<file path="src/rtl/mac_pkg.sv">
package mac_pkg;
  // controls that travel with an operand pair
  typedef struct packed {
    logic a_sgn;
    logic b_sgn;
    logic sub;
  } mac_ctl_t;

  localparam int CTL_W = $bits(mac_ctl_t);
endpackage

</file>
<file path="src/rtl/mac_pipe_reg.sv">
module mac_pipe_reg #(
  parameter int W = 1
) (
  input  logic         clk,
  input  logic         clr,
  input  logic         ena,
  input  logic [W-1:0] d,
  output logic [W-1:0] q
);
  always_ff @(posedge clk or posedge clr) begin
    if (clr)      q <= '0;
    else if (ena) q <= d;
  end
endmodule

</file>
<file path="src/rtl/mac_opnd_reg.sv">
module mac_opnd_reg #(
  parameter int W = 18
) (
  input  logic         clk,
  input  logic         clr,
  input  logic         ena,
  input  logic [W-1:0] par_in,
  input  logic [W-1:0] chain_in,
  input  logic         chain_sel,
  output logic [W-1:0] q
);
  logic [W-1:0] nxt;
  assign nxt = chain_sel ? chain_in : par_in;

  always_ff @(posedge clk or posedge clr) begin
    if (clr)      q <= '0;
    else if (ena) q <= nxt;
  end
endmodule

</file>
<file path="src/rtl/mac_mult_stage.sv">
module mac_mult_stage
  import mac_pkg::*;
#(
  parameter int A_W = 18,
  parameter int B_W = 18,
  localparam int P_W = A_W + B_W,
  localparam int X_W = P_W + 2
) (
  input  logic           clk,
  input  logic           clr,
  input  logic           ena,
  input  logic [A_W-1:0] a,
  input  logic [B_W-1:0] b,
  input  mac_ctl_t       ctl,
  output logic [P_W-1:0] prod_q,
  output logic           psgn_q,
  output logic           sub_q
);
  logic signed [X_W-1:0] a_x;
  logic signed [X_W-1:0] b_x;
  logic signed [X_W-1:0] full;

  // extend each operand by its own signedness, then multiply signed
  assign a_x  = signed'({{(X_W-A_W){ctl.a_sgn & a[A_W-1]}}, a});
  assign b_x  = signed'({{(X_W-B_W){ctl.b_sgn & b[B_W-1]}}, b});
  assign full = a_x * b_x;

  always_ff @(posedge clk or posedge clr) begin
    if (clr) begin
      prod_q <= '0;
      psgn_q <= 1'b0;
      sub_q  <= 1'b0;
    end else if (ena) begin
      prod_q <= full[P_W-1:0];
      psgn_q <= ctl.a_sgn | ctl.b_sgn;
      sub_q  <= ctl.sub;
    end
  end
endmodule

</file>
<file path="src/rtl/mac_accum.sv">
module mac_accum #(
  parameter int P_W   = 36,
  parameter int ACC_W = 52,
  localparam int G_W  = ACC_W - P_W
) (
  input  logic             clk,
  input  logic             clr,
  input  logic             ena,
  input  logic [P_W-1:0]   prod,
  input  logic             psgn,
  input  logic             sub,
  input  logic             load,
  output logic [ACC_W-1:0] acc_q,
  output logic             ovf_q
);
  logic [ACC_W-1:0] ext;
  logic [ACC_W-1:0] addend;
  logic [ACC_W:0]   sum_full;
  logic [ACC_W-1:0] res;
  logic             old_s, ext_s, res_s;
  logic             ovf_sgn, ovf_uns, step_ovf;

  assign ext      = {{G_W{psgn & prod[P_W-1]}}, prod};
  assign addend   = sub ? ~ext : ext;
  assign sum_full = {1'b0, acc_q} + {1'b0, addend} + {{ACC_W{1'b0}}, sub};
  assign res      = sum_full[ACC_W-1:0];

  assign old_s = acc_q[ACC_W-1];
  assign ext_s = ext[ACC_W-1];
  assign res_s = res[ACC_W-1];

  // signed: operands agree (add) or differ (subtract) and result sign flips
  assign ovf_sgn  = (sub ? (old_s != ext_s) : (old_s == ext_s)) && (res_s != old_s);
  // unsigned: carry out on add, no carry (borrow) on subtract
  assign ovf_uns  = sub ? ~sum_full[ACC_W] : sum_full[ACC_W];
  assign step_ovf = psgn ? ovf_sgn : ovf_uns;

  always_ff @(posedge clk or posedge clr) begin
    if (clr) begin
      acc_q <= '0;
      ovf_q <= 1'b0;
    end else if (ena) begin
      if (load) begin
        acc_q <= ext;
        ovf_q <= 1'b0;
      end else begin
        acc_q <= res;
        ovf_q <= ovf_q | step_ovf;
      end
    end
  end
endmodule

</file>
<file path="src/rtl/mac_unit.sv">
module mac_unit
  import mac_pkg::*;
#(
  parameter int A_W         = 18,
  parameter int B_W         = 18,
  parameter int GUARD_W     = 16,
  parameter int LOAD_STAGES = 2,
  localparam int P_W        = A_W + B_W,
  localparam int ACC_W      = P_W + GUARD_W
) (
  input  logic             clk,
  input  logic             clr,
  input  logic             ena,
  input  logic [A_W-1:0]   a_in,
  input  logic [B_W-1:0]   b_in,
  input  logic [A_W-1:0]   a_shin,
  input  logic [B_W-1:0]   b_shin,
  input  logic             a_chain,
  input  logic             b_chain,
  input  logic             a_signed,
  input  logic             b_signed,
  input  logic             sub,
  input  logic             load,
  output logic [A_W-1:0]   a_shout,
  output logic [B_W-1:0]   b_shout,
  output logic [ACC_W-1:0] acc_out,
  output logic             ovf
);
  generate
    if (LOAD_STAGES < 0 || LOAD_STAGES > 2) begin : g_bad_param
      $error("LOAD_STAGES must be 0, 1 or 2");
    end
  endgenerate

  logic [A_W-1:0]   a_q;
  logic [B_W-1:0]   b_q;
  mac_ctl_t         ctl_in, ctl_q;
  logic [P_W-1:0]   prod_q;
  logic             prod_sgn;
  logic             sub_al;
  logic             load_al;
  logic [LOAD_STAGES:0] ld_pipe;

  // stage 1: operand and control registers
  mac_opnd_reg #(.W(A_W)) u_a_reg (
    .clk(clk), .clr(clr), .ena(ena), .par_in(a_in), .chain_in(a_shin),
    .chain_sel(a_chain), .q(a_q)
  );

  mac_opnd_reg #(.W(B_W)) u_b_reg (
    .clk(clk), .clr(clr), .ena(ena), .par_in(b_in), .chain_in(b_shin),
    .chain_sel(b_chain), .q(b_q)
  );

  assign ctl_in = '{a_sgn: a_signed, b_sgn: b_signed, sub: sub};

  mac_pipe_reg #(.W(CTL_W)) u_ctl_reg (
    .clk(clk), .clr(clr), .ena(ena), .d(ctl_in), .q(ctl_q)
  );

  assign a_shout = a_q;
  assign b_shout = b_q;

  // stage 2: product register, controls follow
  mac_mult_stage #(.A_W(A_W), .B_W(B_W)) u_mult (
    .clk(clk), .clr(clr), .ena(ena), .a(a_q), .b(b_q), .ctl(ctl_q),
    .prod_q(prod_q), .psgn_q(prod_sgn), .sub_q(sub_al)
  );

  // load control delay line, depth chosen at compile time
  assign ld_pipe[0] = load;
  generate
    for (genvar i = 0; i < LOAD_STAGES; i++) begin : g_ld
      mac_pipe_reg #(.W(1)) u_ld (
        .clk(clk), .clr(clr), .ena(ena), .d(ld_pipe[i]), .q(ld_pipe[i+1])
      );
    end
  endgenerate
  assign load_al = ld_pipe[LOAD_STAGES];

  // stage 3: accumulator and overflow flag
  mac_accum #(.P_W(P_W), .ACC_W(ACC_W)) u_acc (
    .clk(clk), .clr(clr), .ena(ena), .prod(prod_q), .psgn(prod_sgn),
    .sub(sub_al), .load(load_al), .acc_q(acc_out), .ovf_q(ovf)
  );
endmodule

</file>
<file path="config.mk">
export PLATFORM = sky130hd
export DESIGN_NAME = mac_unit
export DESIGN_NICKNAME = d
export VERILOG_FILES = /design/src/rtl/mac_pkg.sv /design/src/rtl/mac_pipe_reg.sv /design/src/rtl/mac_opnd_reg.sv /design/src/rtl/mac_mult_stage.sv /design/src/rtl/mac_accum.sv /design/src/rtl/mac_unit.sv
export SDC_FILE = /design/constraint.sdc
export NUM_CORES = 1
export LEC_CHECK = 0
export CAP_MARGIN = 20
export CORE_AREA = 2 2 179 181
export CTS_CLUSTER_DIAMETER = 50
export DETAILED_ROUTE_END_ITERATION = 8
export DIE_AREA = 0 0 181 183
export DONT_BUFFER_PORTS = 1
export MAX_ROUTING_LAYER = met4
export PLACE_DENSITY = 0.85
export SLEW_MARGIN = 0
export SYNTH_ARGS = -nofsm -noshare
export SYNTH_HDL_FRONTEND = slang
export SYNTH_SLANG_ARGS = --single-unit
</file>
<file path="constraint.sdc">
create_clock -name clk -period 19.4 [get_ports clk]
set_input_delay 2.91 -clock clk [delete_from_list [all_inputs] [get_ports clk]]
set_output_delay 2.91 -clock clk [all_outputs]
set_load 0.1 [all_outputs]
</file>
Yosys cells after proc, flatten, opt, wreduce, memory -nomap -nowiden
Cells that the tools add are included.
- bits in registers: 132
- bits in latches: 0
- bits in writable memories: 0
- ROM bits: 0
- bits of input ports: 81
- output and inout bits: 89
- word-level logic and storage cells: 32
- memories kept: 0
- $add $sub $neg: 2
- $mul: 1
- div/mod/pow operators: 0
- $lt $le $gt $ge: 0
- equality and inequality tests: 3
- shifts and indexed selects: 0
- mux-type cells: 8
- bitwise operators: 7
- reductions and logical operators: 1
- operator list (cell ; count):
    two-way mux 52 bit ; 2
    adder 52 x 52 -> 53 bit ; 1
    adder 53 x 1 -> 53 bit ; 1
    inverter 52 bit ; 1
    multiplier 19 x 19 -> 36 bit ; 1
    two-way mux 18 bit ; 2
    two-way mux 1 bit ; 4
    AND 1 bit ; 3
    != test 1 bit ; 2
    bitwise OR 1 bit ; 2
    == test 1 bit ; 1
    logical AND 1 bit ; 1
    inverter 1 bit ; 1

Longest topological paths before layout
Gate-level depths: netlist (run 1).
- depth in word-level cells: 10
- depth in mapped cells: 28
- mapped depth without buffers: 26

Cells and area by module
Synthesis (run 1) repeated with hierarchy kept, for this count alone.
- cells, all modules: 2478
- area total of the unflattened synthesis: 22256.3 sq um
- modules (own cells, without submodules) (module ; instances ; cells an instance ; area an instance (sq um)):
    mac_mult_stage ; 1 ; 1569 ; 14622.8
    mac_accum ; 1 ; 738 ; 5749.3
    mac_opnd_reg ; 2 ; 79 ; 842.1
    mac_pipe_reg (u_ctl_reg) ; 1 ; 7 ; 112.6
    mac_pipe_reg (g_ld[0].u_ld ...) ; 2 ; 3 ; 43.8

Worst setup path after synthesis (run 1)
Ideal clock, no wire load.
- path type: reg2reg
- start point: register u_a_reg.q[17]
- end point: register u_mult.prod_q[33]
- setup time: 125 ps
- data arrival time: 7570 ps
- path slack: 11706 ps
- cell stages (with the launch flop): 25
- cell sequence: dfrtp_1 and2_1 clkbuf_1 clkbuf_1 nand2_1 fa_1 inv_1 fa_1 fa_1 fa_1 fa_1 fa_1 ha_1 ha_1 a21o_1 a21o_1 a21o_1 a221oi_1 o21ai_0 a21oi_1 a311oi_1 or3_1 a21oi_1 xnor2_1 mux2_2
- word-level cells in the longest chain between the ends: 2
- RTL lines (element ; line ; source):
    start: declaration ; mac_opnd_reg.sv:10 ; output logic [W-1:0] q
    start signal: assignment ; mac_opnd_reg.sv:17 ; else if (ena) q <= nxt;
    AND 1 bit ; mac_mult_stage.sv:24 ; assign a_x = signed'({{(X_W-A_W){ctl.a_sgn & a[A_W-1]}}, a});
    multiplier 19 x 19 -> 36 bit (*) ; mac_mult_stage.sv:26 ; assign full = a_x * b_x;
    end signal: assignment ; mac_mult_stage.sv:34 ; prod_q <= full[P_W-1:0];
    end: declaration ; mac_mult_stage.sv:15 ; output logic [P_W-1:0] prod_q,
Mark *: on every way between the ends. The rest lies on a longest branch, timed or not.
A chain may end at the register's enable or synchronous reset.

Worst setup path after layout (run 1)
- start point: register u_ctl_reg.q[2]
- end point: register u_mult.prod_q[33]
- word-level cells in the longest chain between the ends: 2
- RTL lines (element ; line ; source):
    start: declaration ; mac_pipe_reg.sv:8 ; output logic [W-1:0] q
    start signal: assignment ; mac_pipe_reg.sv:11 ; if (clr) q <= '0;
    start signal: assignment ; mac_pipe_reg.sv:12 ; else if (ena) q <= d;
    AND 1 bit ; mac_mult_stage.sv:24 ;
    multiplier 19 x 19 -> 36 bit ; mac_mult_stage.sv:26 ;
Every way passes these cells.

==> results.txt, run 1 <==
The run finished with clean final reports. The worst max-slew margin expressed relative to the limit came out at 28.4%. For the pin with the worst max-slew slack, the measured transition is 1.07 ns. The endpoint kind of the worst setup timing path is a flop.

The portion of synthesized cell area occupied by the leading cell type came out at 33.1%. The clock transition at the registers of the reported paths is 0.07 ns. The launching instance or port of the critical path is u_ctl_reg.q[2].

The largest fanout on the critical path came out at 15. The critical path buffer and inverter count is 1. At the worst endpoint, the arrival time is 8.18 ns.

The predominant post-synthesis flop cell is dfrtp_1. The total of hold buffers inserted after clock tree synthesis came out at 0. The post-route DRC violation count is 0. The mean cell area of the mapped netlist came out at 9.15 um2.

The initial antenna violation count came to 2. The clock net sink count came out at 132. The effective utilization at floorplan came out at 68.9%. The global-route wire length before repair came out at 87500 um. The average wire length per cell after detail routing is 19.6 um. The critical path is of the reg -> reg type.

The remaining global-route overflow came out at 0. Compared with the post-synthesis result, the final layout area differs by 4.75%. The number of max-slew violations in the final report is 0.

The filler cell count in the final layout came out at 2273. The cell that appears most often on the critical path is fa_1. The flop and latch count out of synthesis came out at 132. The floorplan step defined a die boundary enclosing 33100 um2. The number of search-and-repair iterations in the first detailed-routing pass is 5. Derived from the worst setup path, the maximum achievable clock frequency is 128 MHz. The worst min-delay path category is reg -> reg. The worst hold path begins at u_ctl_reg.q[0]. The slowest stage of the critical path belongs to the cell fa_1. The pin count of the biggest net entering global routing is 205.

The clock tree skew after final layout came out at 0.0260 ns. Of all cell types, the one taking the most synthesized area is fa_1. The quantity of I/O buffers inserted on ports came out at 0. The post-DP HPWL is 40900 um. The total clock buffers created by CTS is 17. TritonCTS built the clock tree. STA classifies the critical path startpoint as a flop. The reported max-cap violation count came out at 0.

In this run the standard cell core region covers 31200 um2. Summing every instance area after synthesis gives 21500 um2. The most frequently used cell type in the post-synthesis netlist is inv_1. At the worst endpoint, the required time is 19.74 ns. Across every metal layer, demand over resource in global routing totals 34.7%. The root buffer cell chosen for the clock tree is clkbuf_16.

Across all layers, the routed design uses 16300 vias. The net count reported at finish is 2891. The count of warnings emitted by yosys came out at 0. At the end of routability-driven placement, the weighted congestion stood at 0.940. The post-synthesis async set-or-reset flop share is 100%. The share of post-route cells with drive strength above 1 is 6.11%. For this run, the slowest stage of the critical path takes 0.68 ns. The number of synthesized flops with an enable pin came out at 0. The final period utilization is 40.4%. The worst register-to-register path begins at u_ctl_reg.q[2]. The H-tree depth is 4. The die width is 181 um.

Setup violations remaining at the end of the flow were counted as 0. The setup TNS after final layout is 0 ns. The final core utilization is 72.2%. Once detail routing completed, the nets flagged for antenna violations numbered 0. In the synthesized netlist, the number of instances is 2353. The clock period minus final worst setup slack came out at 7.84 ns.

In this run the post-CTS setup repair buffer count came out at 0. The first-iteration detailed-routing DRC count came out at 1128. The deepest clock path buffer count is 2. By area the synthesized netlist is led by fa_1, dfrtp_1, ha_1, inv_1, and2_1. The hold violation count in the final report is 0.

The via count normalized by instance count is 6.02. The number of cells upsized or downsized after cts came out at 0. Setup repair after global routing left no endpoint under its margin. The commonest cells after synthesis are inv_1, fa_1, nand2_1, a21oi_1, and2_1. The height of the die is 183 um. The kind of cell with the highest combined delay along the critical path is adder cells.

The slack of the worst reg-to-reg path is 11.56 ns. Counting every net in the synthesized netlist gives 2949. The via count of the first global-routing pass is 17300.

The number of rows in the core area is 65. The total wirelength of the detailed-routed design came out at 53200 um. The total I/O pin count is 170.

Traced cell by cell, the critical path runs through and2_1 > nand2_1 > fa_1 > inv_1 > fa_1 > fa_1 > fa_1 > fa_1 > fa_1 > ha_1 > ha_1 > and3_1 > and3_1 > a221oi_1 > o21ai_0 > a21oi_1 > a311oi_1 > or3_1 > a21oi_1 > xnor2_1 > mux2_2. The clock reaches the later pin of the worst-skew pair after 0.47 ns. The distinct cell type count of the synthesized netlist is 61. Sequential cells were found to cover 15.3% of the synthesized design area.
## routing by layer
metal	wire length [um]	share of wire [%]	up-vias	track usage (%)
met3	4110	7.7	184	6.55
met5	0	0	-	-
met2	26700	50	728	58.1
met4	2520	4.7	0	14.8
met1	20000	37	8147	41.5
li1	-	-	7270	-
## sequential cells by signal, summed over array words and instances (netlist names)
| signal | count |
|---|---|
| u_acc.acc_q | 52 |
| u_mult.prod_q | 36 |
| u_a_reg.q | 18 |
| u_b_reg.q | 18 |
| u_ctl_reg.q | 3 |
| g_ld.u_ld.q | 2 |
| u_acc.ovf_q | 1 |
| u_mult.psgn_q | 1 |
| u_mult.sub_q | 1 |
## cells in the final DEF, fill, tap and decap left out, types with 17 or more instances in the layout
cell       netlist  layout
a21o_1          48      48
a21oi_1        165     165
and2_1         162     162
buf_4            0      43
clkbuf_16        0      17
dfrtp_1        132     128
fa_1           356     356
ha_1           159     159
inv_1          397     396
mux2_2          39      39
mux2i_1         43      43
nand2_1        238     238
nor2_1         131     131
o21a_1          19      19
o21ai_0         58      58
xnor2_1         55      55
xor2_1          71      71
## cell families after synthesis
kind of cell | share of synthesized area, %
AND/OR/NAND/NOR | 13.5
buffers and inverters | 9.04
adder cells (fa/ha/maj) | 42.4
AO/OA/AOI/OAI | 10.5
flip-flops | 15.3
XOR/XNOR | 5.13
multiplexers | 4.04
## worst register-to-register path: cells and delay by family, from the launching register on
kind | cells | cell delay, ns
xor+xnor | 1 | 0.08
compound gates | 5 | 1.32
flops | 1 | 0.42
fa+ha+maj | 8 | 3.85
mux | 1 | 0.26
buf+inv | 1 | 0.15
simple gates | 5 | 1.65
## layout make-up
| type | count | area (um2) | share of cell area (%) |
|---|---|---|---|
| repair buffers | 43 | 323 | 1.43 |
| diodes | 1 | 2.50 | 0.0111 |
| multi-input cells | 1703 | 16300 | 72.2 |
| well taps | 402 | 503 | 2.23 |
| clock buffers | 17 | 425 | 1.89 |
| flip-flops and latches | 132 | 3310 | 14.7 |
| inverters | 398 | 1500 | 6.65 |
| clock inverters | 15 | 209 | 0.927 |
## per-stage QoR
step / instance area, um2 / hold slack [ns] / setup slack, ns / std cells
after CTS: 22500 / 0.515 / 11.70 / 2710
after detailed placement: 21900 / 0.499 / 11.87 / 2678
after global placement: 21900 / 0.484 / 12.07 / 2678
after global routing: 22500 / 0.544 / 11.15 / 2711
final: 22500 / 0.511 / 11.56 / 2711
after floorplan: 21500 / 0.475 / 11.71 / 2353
## worst paths after layout
path | to | depth (start not counted)
max | u_mult.prod_q[33] | 21
min | u_mult.sub_q | 1
max reg2reg | u_mult.prod_q[33] | 21
min reg2reg | u_mult.sub_q | 1
max in group asynchronous | u_a_reg.q[0] | 2
min in group asynchronous | u_a_reg.q[16] | 1
Power of run 1 is not shown: default switching activity piles up to over one toggle a cycle in this logic, so the estimate is an artifact.
==> run 2, diff against run 1 <==
ABC_AREA = 1   (was not set)
CORE_AREA = 2 2 200 202   (was 2 2 179 181)
DIE_AREA = 0 0 202 204   (was 0 0 181 183)
PLACE_DENSITY = 0.79   (was 0.85)
clock period = 6.6 ns   (was 19.4 ns; I/O delays follow)
==> run 2 against run 1 <==
  * Register-to-register slack lost 11 ns
  * Highest routed layer unchanged
  * Worst setup slack lost 11 ns
  * Die area grew 24%
  * Synthesized area grew 9.2%
  * Via count grew 28%
  * Maximum frequency grew 23%
  * Synthesized cell count grew 34%
  * Cell count grew 36%
==> results.txt, run 2 <==
The worst setup path is captured at a flop. The total nets after synthesis came out at 3756. Summed over all instances, the cell type with the most area after synthesis is fa_1. In the layout the commonest cells are nand2_1, inv_1, fa_1. The number of endpoints failing setup at the final stage came out at 0.

The area of the multi-input gates is 17000 um2. The mean cell area of the mapped netlist came out at 7.44 um2. The CTS tree is yes.

The clock tree skew after final layout is 0.0197 ns. The number of max-slew violations in the final report is 0. In the global route stage, overall resource usage came out at 38.4%. The global-route wire length before repair is 117000 um.

Fill cells in the final layout number 3445. The deepest clock path buffer count came out at 2. The library cell used most frequently in the layout, excluding fill and tap cells, is nand2_1. The post-synthesis to final-layout area growth came out at 6.74%.

The footprint of the flip-flops and latches is 3340 um2. The clock period could shrink to 6.39 ns. For this run, the leading register cell type out of synthesis is dfrtp_1. The setup TNS after final layout came out at 0 ns.

The via count of the first global-routing pass is 21200. The number of flip-flops under the largest register name is 52. The final core utilization came out at 64.0%. The pin count of the biggest net entering global routing came out at 145.

Sequential cells were found to cover 14.1% of the synthesized design area. The quantity of I/O buffers inserted on ports is 0. Hold timing on the final database bottoms out at a slack of 0.470 ns. The synthesized design contains 132 register bits.

The setup path with the least slack is of type reg -> reg. For the pin with the worst max-slew slack, the measured transition is 1.09 ns. Buffers inserted during clock tree synthesis total 17.

After synthesis, the most frequently instantiated cells are nand2_1, inv_1, fa_1, nor2_1, ha_1. Cells with a size suffix above 1 make up 7.70% of the layout. The combined area of all synthesized cells came out at 23500 um2. The die is 202 um wide. After detailed routing, the total wire length is 75000 um. The effective utilization at floorplan came out at 60.0%.

The later pin in the worst-skew pair is clocked with a latency of 0.50 ns. The clock transition at the registers of the reported paths came out at 0.08 ns. In the final layout, the registers with the most flip-flops are u_acc.acc_q x52, u_mult.prod_q x36.

Dividing the detail-routed wire length by the instance count gives 20.3 um. The flow ran to the end, and the final reports show no timing, DRC or antenna violations. For the worst flop-to-flop path, the logic depth is 26. In this run the worst path has a maximum fanout of 13. Once detailed placement completed, the half-perimeter wirelength came to 62000 um. In this run, synthesis inferred 0 flip-flops with an integrated enable. For this run, asynchronously set or reset flops after synthesis account for 100%. The clock net sink count is 132.

The worst endpoint data arrival time came out at 6.79 ns. At the worst endpoint, the required time is 7.00 ns. The initial antenna violation count came to 1.

The net count reported at finish came out at 3750. The worst hold path was traced through 2 stages. The post-route DRC violation count is 0. In the post-synthesis netlist, the cell with the most instances is nand2_1. The final period utilization came out at 96.8%. The height of the die came out at 204 um.

Counting flops per register, the top entry is u_acc.acc_q. The reported max-cap violation count is 0. The worst max-slew margin expressed relative to the limit is 27.2%.

The number of search-and-repair iterations in the first detailed-routing pass came out at 6. The hold violation count in the final report is 0. The remaining global-route overflow came out at 0. The via count normalized by instance count came out at 5.67. The number of instances in the synthesized netlist is 3160.

Ranked by total cell area, the synthesized netlist is headed by fa_1, dfrtp_1, nand2_1, inv_1, ha_1. The core outline area came out at 39200 um2. During I/O placement, the number of pins put on the boundary was 170.

The distinct cell type count of the synthesized netlist came out at 58. The clock tree root buffer cell is clkbuf_16. The first-iteration detailed-routing DRC count came out at 1835.

The highest clock frequency the design can meet is 157 MHz. The post-detailed-route count of antenna-violating nets came out at 0. The number of vias in the routed layout came out at 20900.

The die covers 41200 um2. The number of rows in the core area is 73. The tightest min-delay check is of the reg -> reg type. The weighted congestion reported at the end of routability-driven placement is 1.05. The count of warnings emitted by yosys came out at 0. Of the post-synthesis cell area, the dominant cell type holds 30.3%. The worst setup path is launched from a flop. The H-tree depth is 4.
## run 2: cell count changes in the layout (fill, tap and decap cells not counted), moves of 42 or more
cell     delta
nand2_1   +539
inv_1     +336
and2_1    -162
nand3_1    +86
o21ai_0    +86
nor2_1     +83
a21oi_1    -50
buf_4      +45
mux2i_1    -43
a21o_1     -42
## run 2: kinds of logic after synthesis
group                    share of synthesized area [%]
AND/OR/NAND/NOR                                   20.5
buffers and inverters                             13.9
adder cells (fa/ha/maj)                           38.8
AO/OA/AOI/OAI                                     9.71
flip-flops                                        14.1
XOR/XNOR                                          2.98
## run 2: worst paths after layout
kind	start	end	slack (ns)
max	u_b_reg.q[2]	u_mult.prod_q[24]	0.21
min	u_ctl_reg.q[0]	u_ctl_reg.q[0]	0.47
max reg2reg	u_b_reg.q[2]	u_mult.prod_q[24]	0.21
min reg2reg	u_ctl_reg.q[0]	u_ctl_reg.q[0]	0.47
max in group asynchronous	clr	u_b_reg.q[3]	4.58
min in group asynchronous	clr	u_ctl_reg.q[0]	0.48
## run 2: per-stage QoR
step	instance area [um2]	worst slack [ns]	cells
finish	25100	0.211	3693
global route	25100	-0.0625	3693
CTS	25000	0.115	3692
detailed placement	24500	0.119	3660
global placement	24500	0.229	3660
floorplan	23500	0.00509	3160
## run 2: routing by layer
metal	wire, um	track usage [%]
met4	4410	20.9
met3	6080	6.35
met5	0	-
met1	28900	46.7
met2	35600	61.6
## run 2: cell type report
type,count,share of cell area (%)
antenna,1,0.00998
inverter,742,11.1
clock buffer,18,1.71
tap,525,2.62
sequential,132,13.3
timing repair buffer,95,3.09
multi-input combinational,2166,67.6
clock inverter,14,0.509
## run 2: worst max-delay path, cell delays in order, from the launching register on
cell and delay (ns):
dfrtp_2 0.50, buf_4 0.26, nand2_1 0.09, inv_1 0.09, fa_1 0.45, fa_1 0.51
inv_1 0.05, fa_1 0.48, inv_1 0.06, fa_1 0.49, inv_1 0.05, fa_1 0.49
fa_1 0.50, inv_1 0.04, ha_1 0.27, ha_1 0.39, inv_1 0.08, o21ai_1 0.09
a31oi_1 0.35, o21ai_2 0.16, a21oi_4 0.30, o21ai_2 0.11, nand2_1 0.07, nand2_1 0.06
or2_1 0.20, nand3_1 0.08, nand2_1 0.05
## run 2: timing repair
action	4_1_cts	5_1_grt
hold buffers	0	0
setup endpoints to repair	0	11
hold endpoints to repair	0	0
setup buffers	0	0
gates resized for setup	0	19
Power of run 2 is left out for the same reason.
==> run 3, diff against run 2 <==
PLACE_DENSITY = 0.86   (was 0.79)
==> run 3 against run 2 <==
  * Hold slack improved by 0.00083 ns
  * Register-to-register slack improved by 0.05 ns
  * Via count is 1.3% lower
  * Maximum frequency up 0.82%
  * Flip-flop and latch count did not move
  * Critical endpoint is now u_mult.prod_q[34]
  * Largest cell class unchanged
==> results.txt, run 3 (same netlist as run 2, synthesis figures left out) <==
The run finished with clean final reports. The number of max-slew violations in the final report came out at 0. For the final routed database, the setup TNS stands at 0 ns.

Of all nets on the critical path, the largest fanout is 15. The clock latency at the later pin of the worst-skew pair came out at 0.49 ns. Together, buffers and inverters on the worst path number 7. The via count normalized by instance count is 5.59. The pre-CTS setup slack came out at 0.229 ns.

The clock period minus final worst setup slack is 6.34 ns. By startpoint and endpoint, the worst setup path is classified as reg -> reg. The antenna cell count came out at 0.

The total I/O pin count is 170. Dividing the final minimum period by the clock period gives 96.0%. The worst-case setup margin in the final layout came out at 0.263 ns. The final layout contains 3755 nets. Compared with the post-synthesis result, the final layout area differs by 6.75%. After detailed routing, the average wire length per cell comes to 18.7 um. No sink is reached through more buffers than the 2 on the longest clock path. The launching point of the worst reg2reg path is u_b_reg.q[3].

The first-iteration detailed-routing DRC count is 1755. The height of the die is 204 um. The cell count after placement came out at 3663. The total clock buffers created by CTS came out at 17. The library cells used most frequently in the layout, excluding fill and tap cells, are nand2_1, inv_1, fa_1.

The via count of the first global-routing pass came out at 20500. The tightest min-delay check is of the in -> async type. The post-route DRC violation count came out at 0. The remaining global-route overflow came out at 0. The highest clock frequency the design can meet came out at 158 MHz. The most common cell after layout, fill and taps aside is nand2_1.

The worst setup path is captured at a flop. The core outline area came out at 39200 um2. The share of post-route cells with drive strength above 1 came out at 7.60%. The post-DP HPWL came out at 57200 um. The largest registers in the layout are u_acc.acc_q x52, u_mult.prod_q x36. The worst endpoint data arrival time came out at 6.69 ns. The maximum single-stage delay on the critical path is 0.55 ns. Tracing the worst setup path back leads to its startpoint at u_b_reg.q[3]. The floorplan step defined a die boundary enclosing 41200 um2. The total of hold buffers inserted after clock tree synthesis is 0.

After detailed routing, the total wire length is 69000 um. The detail route stage leaves a number of antenna-violating nets equal to 0. The slowest stage of the critical path belongs to the cell dfrtp_1. On the final layout, the worst clock skew is 0.0124 ns. Clock tree synthesis selected as its root buffer the cell clkbuf_16.

Global routing consumed, over all layers together, 35.3% of the routing resources. Setup repair after global routing left no endpoint under its margin. The quantity of I/O buffers inserted on ports is 0. The reported max-cap violation count is 0. Setup violations remaining at the end of the flow were counted as 0. The tree built by TritonCTS fans out to 132 sinks.

The hold slack came out at 0.471 ns. TritonCTS built the clock tree. Summing over every cut layer, the via total after detailed routing is 20700.

STA classifies the critical path startpoint as a flop. The worst max-slew margin expressed relative to the limit is 28.7%. The first global-routing pass estimated 109000 um of wire. The required arrival time at the worst endpoint came out at 6.96 ns. The die width is 202 um.

The H-tree depth came out at 4. The number of rows in the core area is 73. The pin count of the biggest net entering global routing came out at 145.

Broken down by cell family, the worst path's largest delay share belongs to adder cells. For the pin with the worst max-slew slack, the measured transition is 1.07 ns. The first TritonRoute pass finished after 7 iterations. The hold violation count in the final report was 0. The clock transition at the registers of the reported paths came out at 0.06 ns.

The register with the most flip-flops in the layout has 52 of them. Once the floorplan was initialized, standard cells occupied 60.0% of the core. Counting flops per register, the top entry is u_acc.acc_q. The final cell count without fillers is 3697. The initial antenna violation count is 0.

The weighted congestion reported at the end of routability-driven placement is 1.03.
[run 3: cell count changes in the layout (fill, tap and decap cells not counted), sizes merged]
cell and change:
buf +5, clkbuf +2, clkinv -2, diode -1
[run 3: area by class of cell]
class                      instances  area [um2]
inverter                         742        2790
tap                              525         657
clock buffer                      20         447
multi-input combinational       2166       16900
fill                            3317       14100
clock inverter                    12         121
timing repair buffer             100         798
sequential                       132        3330
[run 3: worst paths after layout]
| check | to | slack, ns | depth (start not counted) |
|---|---|---|---|
| min in group clk | u_ctl_reg.q[0] | 0.47 | 2 |
| min | u_acc.ovf_q | 0.47 | 1 |
| min reg2reg | u_ctl_reg.q[0] | 0.47 | 2 |
| max reg2reg | u_mult.prod_q[34] | 0.26 | 26 |
| max in group asynchronous | u_a_reg.q[10] | 4.70 | 2 |
| max | u_mult.prod_q[34] | 0.26 | 26 |
[run 3: routing by layer]
metal  track usage, %  vias to the layer above  routed length [um]  part of all wire (%)
li1                 -                     9458                   -                     -
met1             45.2                     9993               27600                    40
met2             55.4                      993               32700                    47
met5                -                        -                   0                     0
met3             5.85                      206                5490                   8.0
met4             16.2                        0                3260                   4.7
[run 3: what timing repair did]
item                                    in CTS  in global routing
endpoints found under the setup margin       0                  7
buffers inserted                             0                  2
endpoints found under the hold margin        0                  0
resized for setup                            0                  5
[run 3: metrics by stage]
step	cell area (um2)	utilization, %
finish	25100	64.0
CTS	25000	63.9
detailed placement	24500	62.5
global placement	24500	62.5
floorplan	23500	-
global route	25100	64.0
Power of run 3 is left out for the same reason.
